## src/rtl/dtmf_steer_pkg.sv

```systemverilog
package dtmf_steer_pkg;
   typedef enum logic [2:0] {
      GS_IDLE   = 3'd0,
      GS_ACQ    = 3'd1,
      GS_SETTLE = 3'd2,
      GS_HELD   = 3'd3,
      GS_REL    = 3'd4
   } guard_state_t;
endpackage

```

## src/rtl/dtmf_ms_prescaler.sv

```systemverilog
module dtmf_ms_prescaler #(
   parameter int CLKS_PER_MS = 200000
) (
   input  logic clk,
   input  logic rst_n,
   input  logic restart,
   input  logic run,
   output logic tick
);
   generate
      if (CLKS_PER_MS == 1) begin : g_direct
         assign tick = run;
      end else begin : g_count
         localparam int CW = $clog2(CLKS_PER_MS);
         localparam logic [CW-1:0] LAST = CW'(CLKS_PER_MS - 1);
         logic [CW-1:0] cnt;
         assign tick = run && (cnt == LAST);
         always_ff @(posedge clk or negedge rst_n) begin
            if (!rst_n)       cnt <= '0;
            else if (restart) cnt <= '0;
            else if (run)     cnt <= tick ? '0 : cnt + 1'b1;
         end
      end
   endgenerate
endmodule

```

## src/rtl/dtmf_guard_fsm.sv

```systemverilog
module dtmf_guard_fsm
   import dtmf_steer_pkg::*;
#(
   parameter int GUARD_W    = 8,
   parameter int SETTLE_CYC = 4
) (
   input  logic               clk,
   input  logic               rst_n,
   input  logic               tone_det,
   input  logic               tick,
   input  logic [GUARD_W-1:0] present_ms,
   input  logic [GUARD_W-1:0] absent_ms,
   output logic               restart,
   output logic               run,
   output logic               load,
   output logic               valid
);
   localparam int SW = $clog2(SETTLE_CYC + 1);
   localparam logic [SW-1:0] SLAST = SW'(SETTLE_CYC - 1);

   guard_state_t       state;
   logic [GUARD_W-1:0] ms_cnt;
   logic [SW-1:0]      set_cnt;
   logic [GUARD_W:0]   ms_next;
   logic               pres_done, abs_done, rel_fire;

   assign ms_next   = {1'b0, ms_cnt} + 1'b1;
   assign pres_done = ms_next >= {1'b0, present_ms};
   assign abs_done  = ms_next >= {1'b0, absent_ms};

   assign restart  = ((state == GS_IDLE) && tone_det) || ((state == GS_HELD) && !tone_det);
   assign run      = ((state == GS_ACQ) && tone_det) || ((state == GS_REL) && !tone_det);
   assign load     = (state == GS_ACQ) && tone_det && tick && pres_done;
   assign rel_fire = (state == GS_REL) && !tone_det && tick && abs_done;

   always_ff @(posedge clk or negedge rst_n) begin
      if (!rst_n) begin
         state   <= GS_IDLE;
         ms_cnt  <= '0;
         set_cnt <= '0;
         valid   <= 1'b0;
      end else begin
         unique case (state)
            GS_IDLE: if (tone_det) begin
               state  <= GS_ACQ;
               ms_cnt <= '0;
            end
            GS_ACQ: begin
               if (!tone_det) begin
                  state <= GS_IDLE;
               end else if (load) begin
                  state   <= GS_SETTLE;
                  set_cnt <= '0;
               end else if (tick) begin
                  ms_cnt <= ms_cnt + 1'b1;
               end
            end
            GS_SETTLE: begin
               if (set_cnt == SLAST) begin
                  state <= GS_HELD;
                  valid <= 1'b1;
               end else begin
                  set_cnt <= set_cnt + 1'b1;
               end
            end
            GS_HELD: if (!tone_det) begin
               state  <= GS_REL;
               ms_cnt <= '0;
            end
            GS_REL: begin
               if (tone_det) begin
                  state <= GS_HELD;
               end else if (rel_fire) begin
                  state <= GS_IDLE;
                  valid <= 1'b0;
               end else if (tick) begin
                  ms_cnt <= ms_cnt + 1'b1;
               end
            end
            default: state <= GS_IDLE;
         endcase
      end
   end
endmodule

```

## src/rtl/dtmf_code_latch.sv

```systemverilog
module dtmf_code_latch #(
   parameter int CODE_W = 4
) (
   input  logic              clk,
   input  logic              rst_n,
   input  logic              load,
   input  logic [CODE_W-1:0] din,
   input  logic              oe,
   output logic [CODE_W-1:0] held,
   output logic [CODE_W-1:0] q,
   output logic              q_oe
);
   always_ff @(posedge clk or negedge rst_n) begin
      if (!rst_n)    held <= '0;
      else if (load) held <= din;
   end
   assign q    = oe ? held : '0;
   assign q_oe = oe;
endmodule

```

## src/rtl/dtmf_steer.sv

```systemverilog
module dtmf_steer #(
   parameter int CLKS_PER_MS = 200000,
   parameter int GUARD_W     = 8,
   parameter int SETTLE_CYC  = 4,
   parameter int CODE_W      = 4
) (
   input  logic               clk,
   input  logic               rst_n,
   input  logic               tone_det,
   input  logic [CODE_W-1:0]  key_in,
   input  logic               out_en,
   input  logic [GUARD_W-1:0] cfg_present_ms,
   input  logic [GUARD_W-1:0] cfg_absent_ms,
   output logic [CODE_W-1:0]  bus_q,
   output logic               bus_oe,
   output logic               key_valid
);
   generate
      if (CLKS_PER_MS < 1) begin : g_bad_clks
         $error("CLKS_PER_MS must be at least 1");
      end
      if (SETTLE_CYC < 1) begin : g_bad_settle
         $error("SETTLE_CYC must be at least 1");
      end
      if (GUARD_W < 1 || CODE_W < 1) begin : g_bad_width
         $error("GUARD_W and CODE_W must be positive");
      end
   endgenerate

   logic              restart, run, tick, load;
   logic [CODE_W-1:0] code_q;

   dtmf_ms_prescaler #(.CLKS_PER_MS(CLKS_PER_MS)) u_presc (
      .clk(clk), .rst_n(rst_n), .restart(restart), .run(run), .tick(tick)
   );

   dtmf_guard_fsm #(.GUARD_W(GUARD_W), .SETTLE_CYC(SETTLE_CYC)) u_fsm (
      .clk(clk), .rst_n(rst_n), .tone_det(tone_det), .tick(tick),
      .present_ms(cfg_present_ms), .absent_ms(cfg_absent_ms),
      .restart(restart), .run(run), .load(load), .valid(key_valid)
   );

   dtmf_code_latch #(.CODE_W(CODE_W)) u_latch (
      .clk(clk), .rst_n(rst_n), .load(load), .din(key_in), .oe(out_en),
      .held(code_q), .q(bus_q), .q_oe(bus_oe)
   );
endmodule

```

## config.mk

```make
export PLATFORM = sky130hd
export DESIGN_NAME = dtmf_steer
export DESIGN_NICKNAME = d
export VERILOG_FILES = /design/src/rtl/dtmf_steer_pkg.sv /design/src/rtl/dtmf_ms_prescaler.sv /design/src/rtl/dtmf_guard_fsm.sv /design/src/rtl/dtmf_code_latch.sv /design/src/rtl/dtmf_steer.sv
export SDC_FILE = /design/constraint.sdc
export NUM_CORES = 1
export LEC_CHECK = 0
export BUFFER_PORTS_ARGS = -buffer_cell sky130_fd_sc_hd__buf_2
export CAP_MARGIN = 20
export CORE_MARGIN = 3
export CORE_UTILIZATION = 37
export DETAILED_ROUTE_END_ITERATION = 10
export HOLD_SLACK_MARGIN = 0.06
export SYNTH_ARGS = -nofsm -noshare
export SYNTH_HDL_FRONTEND = slang
export SYNTH_SLANG_ARGS = --single-unit
```

## constraint.sdc

```tcl
create_clock -name clk -period 3.8 [get_ports clk]
set_clock_uncertainty 0.1 [all_clocks]
set_input_delay 0 -clock clk [delete_from_list [all_inputs] [get_ports clk]]
set_output_delay 0 -clock clk [all_outputs]
set_load 0.01 [all_outputs]
```

-- Yosys cells after proc, flatten, opt, wreduce, memory -nomap -nowiden
Cells that the tools add are included.
- logic and storage cells: 79
- output and inout port bits: 6
- register bits after elaboration: 37
- bits of input ports: 24
- eq/ne operators: 18
- reductions and logical operators: 21
- $lt $le $gt $ge: 2
- $add $sub $neg: 4
- multiplexer cells: 28
- operators by type and width (operator ; number):
    8-bit 2-to-1 mux ; 7
    18-bit 2-to-1 mux ; 3
    8-bit one-hot mux with 4 select lines ; 1
    3-bit 2-to-1 mux ; 10
    18-bit by 1-bit adder with 18-bit output, second input constant ; 1
    18-bit equality test, second input constant ; 1
    9-bit by 8-bit >= comparator with 1-bit output ; 2
    2-bit != test, second input constant ; 8
    3-bit one-hot mux with 5 select lines ; 1
    8-bit by 1-bit adder with 9-bit output, second input constant ; 1
    3-bit by 2-bit equality test with 1-bit output, second input constant ; 3
    1-bit logical AND ; 9
    8-bit by 1-bit adder with 8-bit output, second input constant ; 1
    4-bit AND reduction ; 2
    7-bit AND reduction ; 1
    3-bit one-hot mux with 2 select lines ; 1
    2-bit nonzero test ; 3
    5-bit AND reduction ; 1
    4-bit 2-to-1 mux ; 1
    2-bit by 1-bit != test with 1-bit output, second input constant ; 2
    4-bit nonzero test ; 1
    3-bit by 1-bit adder with 3-bit output, second input constant ; 1
    3-bit by 1-bit equality test with 1-bit output, second input constant ; 1
    3-bit equality test, second input constant ; 1
    7 further kinds ; 10

-- Longest topological paths before layout
Gate-level depths: netlist (run 1).
- depth after elaboration: 9
- mapped depth: 12
- mapped depth without buffers: 11

-- Hierarchy
A second synthesis (run 1) with hierarchy kept.
- cell total of the unflattened synthesis: 269
- area total of the unflattened synthesis: 2577.5 um^2
- by module, submodules not included (module ; seq. area each (um^2) ; cells an instance ; area an instance (um^2) ; instances):
    dtmf_guard_fsm ; 375.4 ; 146 ; 1331.3 ; 1
    dtmf_ms_prescaler ; 450.4 ; 110 ; 1068.5 ; 1
    dtmf_code_latch ; 100.1 ; 13 ; 177.7 ; 1

-- Worst setup path after synthesis (run 1)
No wires, ideal clock.
- path kind: flip-flop to flip-flop
- start point: reg u_fsm.ms_cnt[0]
- end point: reg u_fsm.ms_cnt[0]
- slack: 0.631 ns
- setup time: 0.125 ns
- arrival: 2.944 ns
- period minus slack after synthesis: 3.169 ns
- stages on the path, launching flop included: 13
- required time: 3.575 ns
- buffers on the path: 1
- cell sequence: dfrtp_1 > ha_1 > nand3_1 > or2_2 > xnor2_1 > ha_1 > and4_1 > a21oi_1 > o21ai_0 > o311ai_1 > and3_1 > buf_6 > mux2_4
- longest elaborated chain between the ends: 5
- elaborated cells between the ends (all ways): 15
- classes of those cells: 2 x add/sub; 2 x order compare; 2 x eq/ne; 6 x mux; 3 x reduce/logical
- RTL lines (what ; line ; text):
    start: declaration ; dtmf_guard_fsm.sv:22 ; logic [GUARD_W-1:0] ms_cnt;
    start signal: assignment ; dtmf_guard_fsm.sv:55 ; ms_cnt <= ms_cnt + 1'b1;
    start signal: assignment ; dtmf_guard_fsm.sv:77 ; ms_cnt <= ms_cnt + 1'b1;
    8-bit by 1-bit adder with 9-bit output / 8-bit by 1-bit adder with 8-bit output (equally long branches) ; dtmf_guard_fsm.sv:27, dtmf_guard_fsm.sv:55, dtmf_guard_fsm.sv:77 ;
    9-bit by 8-bit >= comparator with 1-bit output (tied with other cells) ; dtmf_guard_fsm.sv:29 ; assign abs_done = ms_next >= {1'b0, absent_ms};
    1-bit logical AND (tied with other cells) ; dtmf_guard_fsm.sv:34 ; assign rel_fire = (state == GS_REL) && !tone_det && tick && abs_done;
    2-bit != test (no source line) (tied with other cells) ; - ;
    7-bit AND reduction (no source line) / 8-bit one-hot mux with 4 select lines (equally long branches) ; - ;
Parallel ways exist; a longest one is shown, timed or not. The select of a mux whose other input is x is not followed.
A chain may end at the register's enable or synchronous reset.

-- Worst setup path after layout (run 1)
- start point: reg u_fsm.ms_cnt[0]
- end point: reg u_fsm.ms_cnt[3]
Same word-level chain as after synthesis.

==> key figures, run 1 <==
Setup path
  – CP required: 3.91 ns
  – Setup CP Type: reg2reg
  – Worst path cell trace: ha_1 -> nand3_1 -> or2_2 -> xnor2_1 -> ha_1 -> a21oi_1 -> o221ai_1 -> a211oi_1 -> nand3b_1 -> and3_1 -> buf_4 -> mux2i_1
  – Crit path max fanout: 7
  – R2R Setup Slk: 0.32 ns
  – Critical Path Start Type: flip-flop
  – Cell family with most CP delay: simple AND/OR/NAND/NOR gates
  – WP data arrival: 3.59 ns
  – Crit. End Element: flip-flop
  – CP bufs+invs: 1
  – CP max stage cell: dfrtp_1
  – Most Frequent Cell on Critical Path: ha_1
  – CP max stage delay: 0.45 ns

Clock tree
  – Root Buffer: clkbuf_8
  – Total number of H-tree levels: 2
  – Max Buffers Root-to-Sink: 2
  – CTS sink cnt: 37
  – CTS Buf Count: 5
  – Skew-Pair Late Insertion Delay: 0.28 ns
  – CTS tree: yes
  – CTS Hold Bufs: 6
  – Clock slew at reported path FFs: 0.08 ns
  – Post-CTS sizing: 0
  – Post-CTS Setup Inserts: 0

Floorplan
  – Die Ht: 87.9 um
  – I/O pin count: 30
  – Initial core utilization: 38.6%
  – Area of the die: 0.00772 mm^2
  – CORE AREA: 0.00642 mm^2
  – Die Span X: 87.9 um
  – Rows: 29

Cells and area
  – Final nets: 351
  – ANT cells: 0
  – Area grow syn2layout: 15.4%
  – Fillers: 647
  – Most frequent cells in the layout: dfrtp_1 (37), buf_2 (29), inv_1 (27)
  – Layout cells sized above 1: 16.2%
  – Commonest non-fill, non-tap cell in the layout: dfrtp_1
  – Sequential cell area: 926 um^2
  – Multi-input gate area: 0.00141 mm^2

Synthesis
  – Synth top area share: 37.3%
  – Synth warn: 0
  – Mapped Area: 0.00248 mm^2
  – Post-Syn Area per Cell: 9.22 um^2
  – Syn Nets: 313
  – Synth cell types: 52
  – Yosys reg bits: 37
  – Post-synth EDFFs: 0
  – Most used DFF post-synth: dfrtp_1
  – Synth Instances: 269
  – Seq/Total Area, Yosys: 37.3%
  – Ys async rst share: 100%
  – Leading area contributor after synthesis: dfrtp_1
  – Synth area leaders: dfrtp_1 (37%), ha_1 (10%), inv_1 (4.1%), xor2_1 (3.9%), nand3_1 (3.8%)

Routing
  – Via count: 1987
  – DRC violations left: 0
  – Post-Route WL: 5.16 mm
  – Starting DRC count in detailed routing: 72
  – Final ANT Viol Nets: 0
  – First drt pass iteration count: 4
  – Via/cell ratio: 5.16
  – Avg WL per Cell: 13.4 um

STA
  – Relative slew margins: 43.3%
  – # setup viols final: 0
  – Tightest Pin Transition: 0.851 ns
  – Final worst path period share: 91.5%
  – RSZ-0062 raised after global routing: false
  – Max Freq: 288 MHz
  – Setup_tns: 0 ns
  – Slew Viols, Final: 0
  – Final hold vios: 0
  – Period minus WS final: 3.48 ns

Job
  – Max-cap violation count: 0

Global routing
  – Largest net degree at the start of global routing: 38
  – Vias in the first global route: 1921
  – GRT Overall Usage: 14.7%
  – Initial antenna violation count: 0
  – First-pass GRT wire length: 8.96 mm
  – GRT overflow: 0

Place
  – Hpwl dp: 3.82 mm
  – I/O Buffers: 29
  – GP Congestion: 0.818

Pwr
  – Gate power share: 29.1%
  – Pint: 755 uW
  – Clk network pwr share: 26.8%
  – PwrDens: 394 mW/mm^2
  – Lkg Pwr: 1.41 nW
  – Seq pwr share: 44.1%
  – P_sw: 373 uW
  – Peak supply drop: 281 uV
  – Pwr Total: 1.13 mW
  – Net Sw Frac: 33.1%

Min path
  – Hold Path Class: in2out

Run status
  – Outcome: finished, final reports clean
-- area by class of cell --
class,instances,area share (%)
inverter,27,3.54
tap,77,3.37
sequential,37,32.4
multi-input combinational,198,49.2
clock inverter,1,0.175
timing repair buffer,38,7.96
clock buffer,7,3.37
-- worst reg2reg max path, delay by kind of cell (launching register included) --
| kind | cells | cell delay, ns |
|---|---|---|
| buf+inv | 1 | 0.19 |
| fa+ha+maj | 2 | 0.57 |
| flops | 1 | 0.45 |
| mux | 1 | 0.19 |
| compound gates | 3 | 0.63 |
| xor+xnor | 1 | 0.22 |
| simple gates | 4 | 1.05 |
-- state kept, by name, summed over array words and instances (netlist names) --
register             flops
u_presc.g_count.cnt     18
u_fsm.state              3
u_fsm.valid              1
u_fsm.set_cnt            3
u_latch.held             4
u_fsm.ms_cnt             8
-- final timing paths --
check,cells after the start,startpoint,endpoint
min,2,out_en,bus_oe
max reg2reg,12,u_fsm.ms_cnt[0]$_DFFE_PN0P_,u_fsm.ms_cnt[3]$_DFFE_PN0P_
max,12,u_fsm.ms_cnt[0]$_DFFE_PN0P_,u_fsm.ms_cnt[3]$_DFFE_PN0P_
max in group asynchronous,2,rst_n,u_presc.g_count.cnt[4]$_DFFE_PN0P_
min in group asynchronous,2,rst_n,u_fsm.ms_cnt[6]$_DFFE_PN0P_
min reg2reg,1,u_latch.held[3]$_DFFE_PN0P_,u_latch.held[3]$_DFFE_PN0P_
-- per-layer routing --
metal  wire length [um]  GRT usage [%]
met5                  0              0
met4                 68           4.60
met3                229           3.20
met2               2280           22.9
met1               2580           20.4
-- kinds of logic after synthesis --
family	count (synthesis)	share of synthesized area (%)
mux	9	4.04
flops	37	37.3
xor+xnor	20	7.06
compound gates	42	11.4
buf+inv	34	6.16
fa+ha+maj	20	10.1
simple gates	107	24.0
-- cells in the mapped netlist, types with 2 or more instances --
cell type / number
a21oi_1: 8
or2_2: 3
xor2_1: 11
ha_1: 20
xnor2_1: 9
nand4_1: 7
a211oi_1: 2
nor2_1: 21
and4_1: 3
buf_2: 2
a41oi_1: 2
nand2_1: 19
nand3_1: 19
nand3b_1: 2
o21ai_0: 14
mux2_1: 4
nand2b_1: 6
mux2i_1: 4
and3_1: 7
a21o_1: 4
dfrtp_1: 37
inv_1: 27
buf_6: 2
buf_4: 2
and2_1: 4
nor3_1: 4
-- power by group through the flow --
stage          clock network [mW]  registers (mW)  logic, mW
6_report                    0.302           0.497      0.329
5_1_grt                     0.333           0.508      0.384
4_1_cts                     0.312           0.497      0.335
3_5_place_dp                    0           0.504      0.329
3_3_place_gp                    0           0.503      0.325
2_1_floorplan                   0           0.482      0.258
-- metrics by stage --
step	hold slack (ns)	utilization, %	instance area [um^2]	cells	worst slack, ns
finish	0.141	44.6	2860	385	0.324
global route	0.181	44.6	2860	385	0.0185
CTS	0.150	44.6	2860	385	0.332
detailed placement	0.0635	42.0	2700	371	0.353
global placement	0.0670	42.0	2700	371	0.554
floorplan	-0.396	-	2480	269	0.631
(Power assumes the default switching activity.)
==> run 2: changes to the inputs <==
--- a/config.mk
+++ b/config.mk
@@ -13,4 +13,5 @@
 export HOLD_SLACK_MARGIN = 0.06
 export SYNTH_ARGS = -nofsm -noshare
 export SYNTH_HDL_FRONTEND = slang
+export SYNTH_HIERARCHICAL = 1
 export SYNTH_SLANG_ARGS = --single-unit
==> run 2 against run 1 <==
- via count fell by 0.40%
- non-clock buffer count fell by 1
- area after synthesis rose by 3.9%
- critical path type unchanged
- total power fell by 17%
==> key figures, run 2 <==
Run status
  – Outcome: finished, final reports clean (unchanged)

Global routing
  – GRT overflow: 0 (unchanged)
  – GRT Overall Usage: 13.8% (was 14.7%)
  – Largest net degree at the start of global routing: 38 (unchanged)
  – First-pass GRT wire length: 8.74 mm (was 8.96 mm)
  – Initial antenna violation count: 0 (unchanged)
  – Vias in the first global route: 1949 (was 1921)

Min path
  – Hold depth: 2 (unchanged)
  – Hold Path Class: in2out (unchanged)
  – Worst min-delay path startpoint: out_en (unchanged)
  – Hold worst-path end: bus_oe (unchanged)

Clock tree
  – Post-CTS sizing: 0 (unchanged)
  – Total number of H-tree levels: 2 (unchanged)
  – Skew-Pair Late Insertion Delay: 0.28 ns (about the same)
  – CTS sink cnt: 37 (unchanged)
  – Max Buffers Root-to-Sink: 2 (unchanged)
  – CTS Hold Bufs: 6 (unchanged)
  – CTS tree: yes (unchanged)
  – CTS Buf Count: 5 (unchanged)
  – Clock slew at reported path FFs: 0.07 ns (was 0.08 ns)
  – Post-CTS Setup Inserts: 0 (unchanged)
  – Root Buffer: clkbuf_8 (unchanged)

Setup path
  – Cell family with most CP delay: simple AND/OR/NAND/NOR gates (unchanged)
  – CP bufs+invs: 0 (was 1)
  – R2R Setup Slk: 0.73 ns (was 0.32 ns)
  – CP required: 3.87 ns (was 3.91 ns)
  – Most Frequent Cell on Critical Path: ha_1 (unchanged)
  – Setup CP Type: reg2reg (unchanged)
  – Critical Path Start Type: flip-flop (unchanged)
  – Worst Reg2Reg Path Length in Cells: 11 (was 12)
  – Crit. End Element: flip-flop (unchanged)
  – CP max stage cell: dfrtp_1 (unchanged)
  – WP data arrival: 3.14 ns (was 3.59 ns)
  – CP max stage delay: 0.44 ns (was 0.45 ns)
  – Crit path max fanout: 9 (was 7)
  – Reg-to-reg endpoint: u_fsm/ms_cnt[0]$_DFFE_PN0P_ (was u_fsm.ms_cnt[3]$_DFFE_PN0P_)
  – Worst path cell trace: ha_1 -> nand3_2 -> nor2_1 -> xor2_1 -> ha_1 -> and3_4 -> a221o_1 -> nor2_2 -> a31oi_4 -> nor2_4 -> mux2_4 (was ha_1 -> nand3_1 -> or2_2 -> xnor2_1 -> ha_1 -> a21oi_1 -> o221ai_1 -> a211oi_1 -> nand3b_1 -> and3_1 -> buf_4 -> mux2i_1)
  – RR Startpoint: u_fsm/ms_cnt[0]$_DFFE_PN0P_ (was u_fsm.ms_cnt[0]$_DFFE_PN0P_)

Routing
  – Starting DRC count in detailed routing: 62 (was 72)
  – Via count: 1979 (was 1987)
  – Avg WL per Cell: 13.2 um (was 13.4 um)
  – Final ANT Viol Nets: 0 (unchanged)
  – Via/cell ratio: 5.18 (was 5.16)
  – First drt pass iteration count: 4 (unchanged)
  – Post-Route WL: 5.04 mm (was 5.16 mm)
  – DRC violations left: 0 (unchanged)

Synthesis
  – Syn Nets: 313 (unchanged)
  – Synth warn: 6 (was 0)
  – Most common cell in the netlist: dfrtp_1 (unchanged)
  – Synth Instances: 269 (unchanged)
  – Leading area contributor after synthesis: dfrtp_1 (unchanged)
  – Post-Syn Area per Cell: 9.58 um^2 (was 9.22 um^2)
  – Most used DFF post-synth: dfrtp_1 (unchanged)
  – Mapped Area: 0.00258 mm^2 (was 0.00248 mm^2)
  – Synth area leaders: dfrtp_1 (36%), ha_1 (9.7%), nor2_1 (3.5%), inv_1 (3.2%), xor2_1 (3.1%) (was dfrtp_1 (37%), ha_1 (10%), inv_1 (4.1%), xor2_1 (3.9%), nand3_1 (3.8%))
  – Seq/Total Area, Yosys: 35.9% (was 37.3%)
  – Post-synth EDFFs: 0 (unchanged)
  – Yosys reg bits: 37 (unchanged)
  – Ys async rst share: 100% (unchanged)
  – Synth top area share: 35.9% (was 37.3%)
  – Top cells by count, synth: dfrtp_1 (37), nor2_1 (24), inv_1 (22) (was dfrtp_1 (37), inv_1 (27), nor2_1 (21))
  – Synth cell types: 62 (was 52)

STA
  – Relative slew margins: 45.1% (was 43.3%)
  – Period minus WS final: 3.07 ns (was 3.48 ns)
  – RSZ-0062 raised after global routing: false (unchanged)
  – Max Freq: 325 MHz (was 288 MHz)
  – # setup viols final: 0 (unchanged)
  – Final hold vios: 0 (unchanged)
  – Final worst path period share: 80.9% (was 91.5%)
  – Tightest Pin Transition: 0.824 ns (was 0.851 ns)
  – Setup_tns: 0 ns (unchanged)
  – Slew Viols, Final: 0 (unchanged)

Floorplan
  – CORE AREA: 0.00653 mm^2 (was 0.00642 mm^2)
  – Rows: 29 (unchanged)
  – Area of the die: 0.00800 mm^2 (was 0.00772 mm^2)
  – Initial core utilization: 39.5% (was 38.6%)
  – I/O pin count: 30 (unchanged)
  – Die Ht: 89.5 um (was 87.9 um)
  – Die Span X: 89.5 um (was 87.9 um)

Cells and area
  – Area grow syn2layout: 13.7% (was 15.4%)
  – ANT cells: 0 (unchanged)
  – Most frequent cells in the layout: dfrtp_1 (37), buf_2 (29), nor2_1 (24) (was dfrtp_1 (37), buf_2 (29), inv_1 (27))
  – Layout cells sized above 1: 18.4% (was 16.2%)
  – Top reg by flops: u_presc/g_count.cnt (was u_presc.g_count.cnt)
  – Utilization after layout: 44.9% (was 44.6%)
  – Commonest non-fill, non-tap cell in the layout: dfrtp_1 (unchanged)
  – Number of flip-flops in the largest register: 18 (unchanged)
  – Final nets: 349 (was 351)
  – Largest registers in the final layout: u_presc/g_count.cnt: 18 flops, u_fsm/ms_cnt: 8 flops, u_latch/held: 4 flops (was u_presc.g_count.cnt: 18 flops, u_fsm.ms_cnt: 8 flops, u_latch.held: 4 flops)

Pwr
  – Lkg Pwr: 1.48 nW (was 1.41 nW)
  – PwrDens: 321 mW/mm^2 (was 394 mW/mm^2)
  – Peak supply drop: 180 uV (was 281 uV)

Place
  – GP Congestion: 0.796 (was 0.818)
  – Hpwl dp: 3.75 mm (was 3.82 mm)
  – I/O Buffers: 29 (unchanged)

Job
  – Max-cap violation count: 0 (unchanged)
-- run 2: changes by cell type after synthesis, sizes merged, moves of 3 or more --
cell and delta:
a21oi +4, a41o +3, inv -5, mux2i -3, nand2 -5, nand3 -3
nor2 +5, o21a +3, o21ai -5, o22ai +3, o31ai +3, or2 -3
-- run 2: worst max-delay path by stage --
stage,startpoint,end,depth (start not counted)
after floorplan,u_fsm/ms_cnt[0]$_DFFE_PN0P_,u_fsm/ms_cnt[0]$_DFFE_PN0P_,11
after global placement,u_fsm/ms_cnt[0]$_DFFE_PN0P_,u_fsm/ms_cnt[0]$_DFFE_PN0P_,11
after detailed placement,u_fsm/ms_cnt[0]$_DFFE_PN0P_,u_fsm/ms_cnt[0]$_DFFE_PN0P_,11
after CTS,u_fsm/ms_cnt[0]$_DFFE_PN0P_,u_fsm/ms_cnt[0]$_DFFE_PN0P_,11
after global routing,u_fsm/state[0]$_DFFE_PN0P_,u_fsm/ms_cnt[0]$_DFFE_PN0P_,12
final,u_fsm/ms_cnt[0]$_DFFE_PN0P_,u_fsm/ms_cnt[0]$_DFFE_PN0P_,11
-- run 2: where the power goes --
part | internal, mW | switching [mW] | total (mW) | leakage (nW)
clock network | 0.144 | 0.133 | 0.277 | 0.0443
logic | 0.0951 | 0.115 | 0.210 | 0.947
registers | 0.418 | 0.0341 | 0.452 | 0.489
-- run 2: per-stage QoR --
step	hold WS, ns	worst slack [ns]	std cells	area, um^2	power [mW]
finish	0.132	0.725	382	2930	0.939
global placement	0.0576	0.814	369	2780	0.665
CTS	0.139	0.719	382	2930	0.953
detailed placement	0.0596	0.732	369	2780	0.667
floorplan	-0.396	1.00	269	2580	0.603
global route	0.165	0.518	382	2930	1.00
-- run 2: cell type report --
cell class / instances / area [um^2]
timing repair buffer: 37 / 220
inverter: 23 / 86.3
multi-input combinational: 201 / 1520
sequential: 37 / 926
tap: 77 / 96.3
fill: 651 / 3600
clock buffer: 7 / 86.3
-- run 2: routing by layer --
metal	track usage [%]	vias up	part of all wire, %
li1	-	1045	-
met1	19.9	900	54
met2	20.8	29	41
met3	2.76	5	3.5
met4	4.06	0	1.2
met5	0	-	0
-- run 2: logic make-up (layout without fill, tap and decap cells) --
family,Yosys count,count (layout),synth area share [%]
XOR/XNOR,17,17,5.78
AND/OR/NAND/NOR,102,102,23.9
flip-flops,37,37,35.9
AO/OA/AOI/OAI,56,56,16.7
adder cells (fa/ha/maj),20,20,9.71
multiplexers,6,6,2.72
buffers and inverters,31,67,5.29
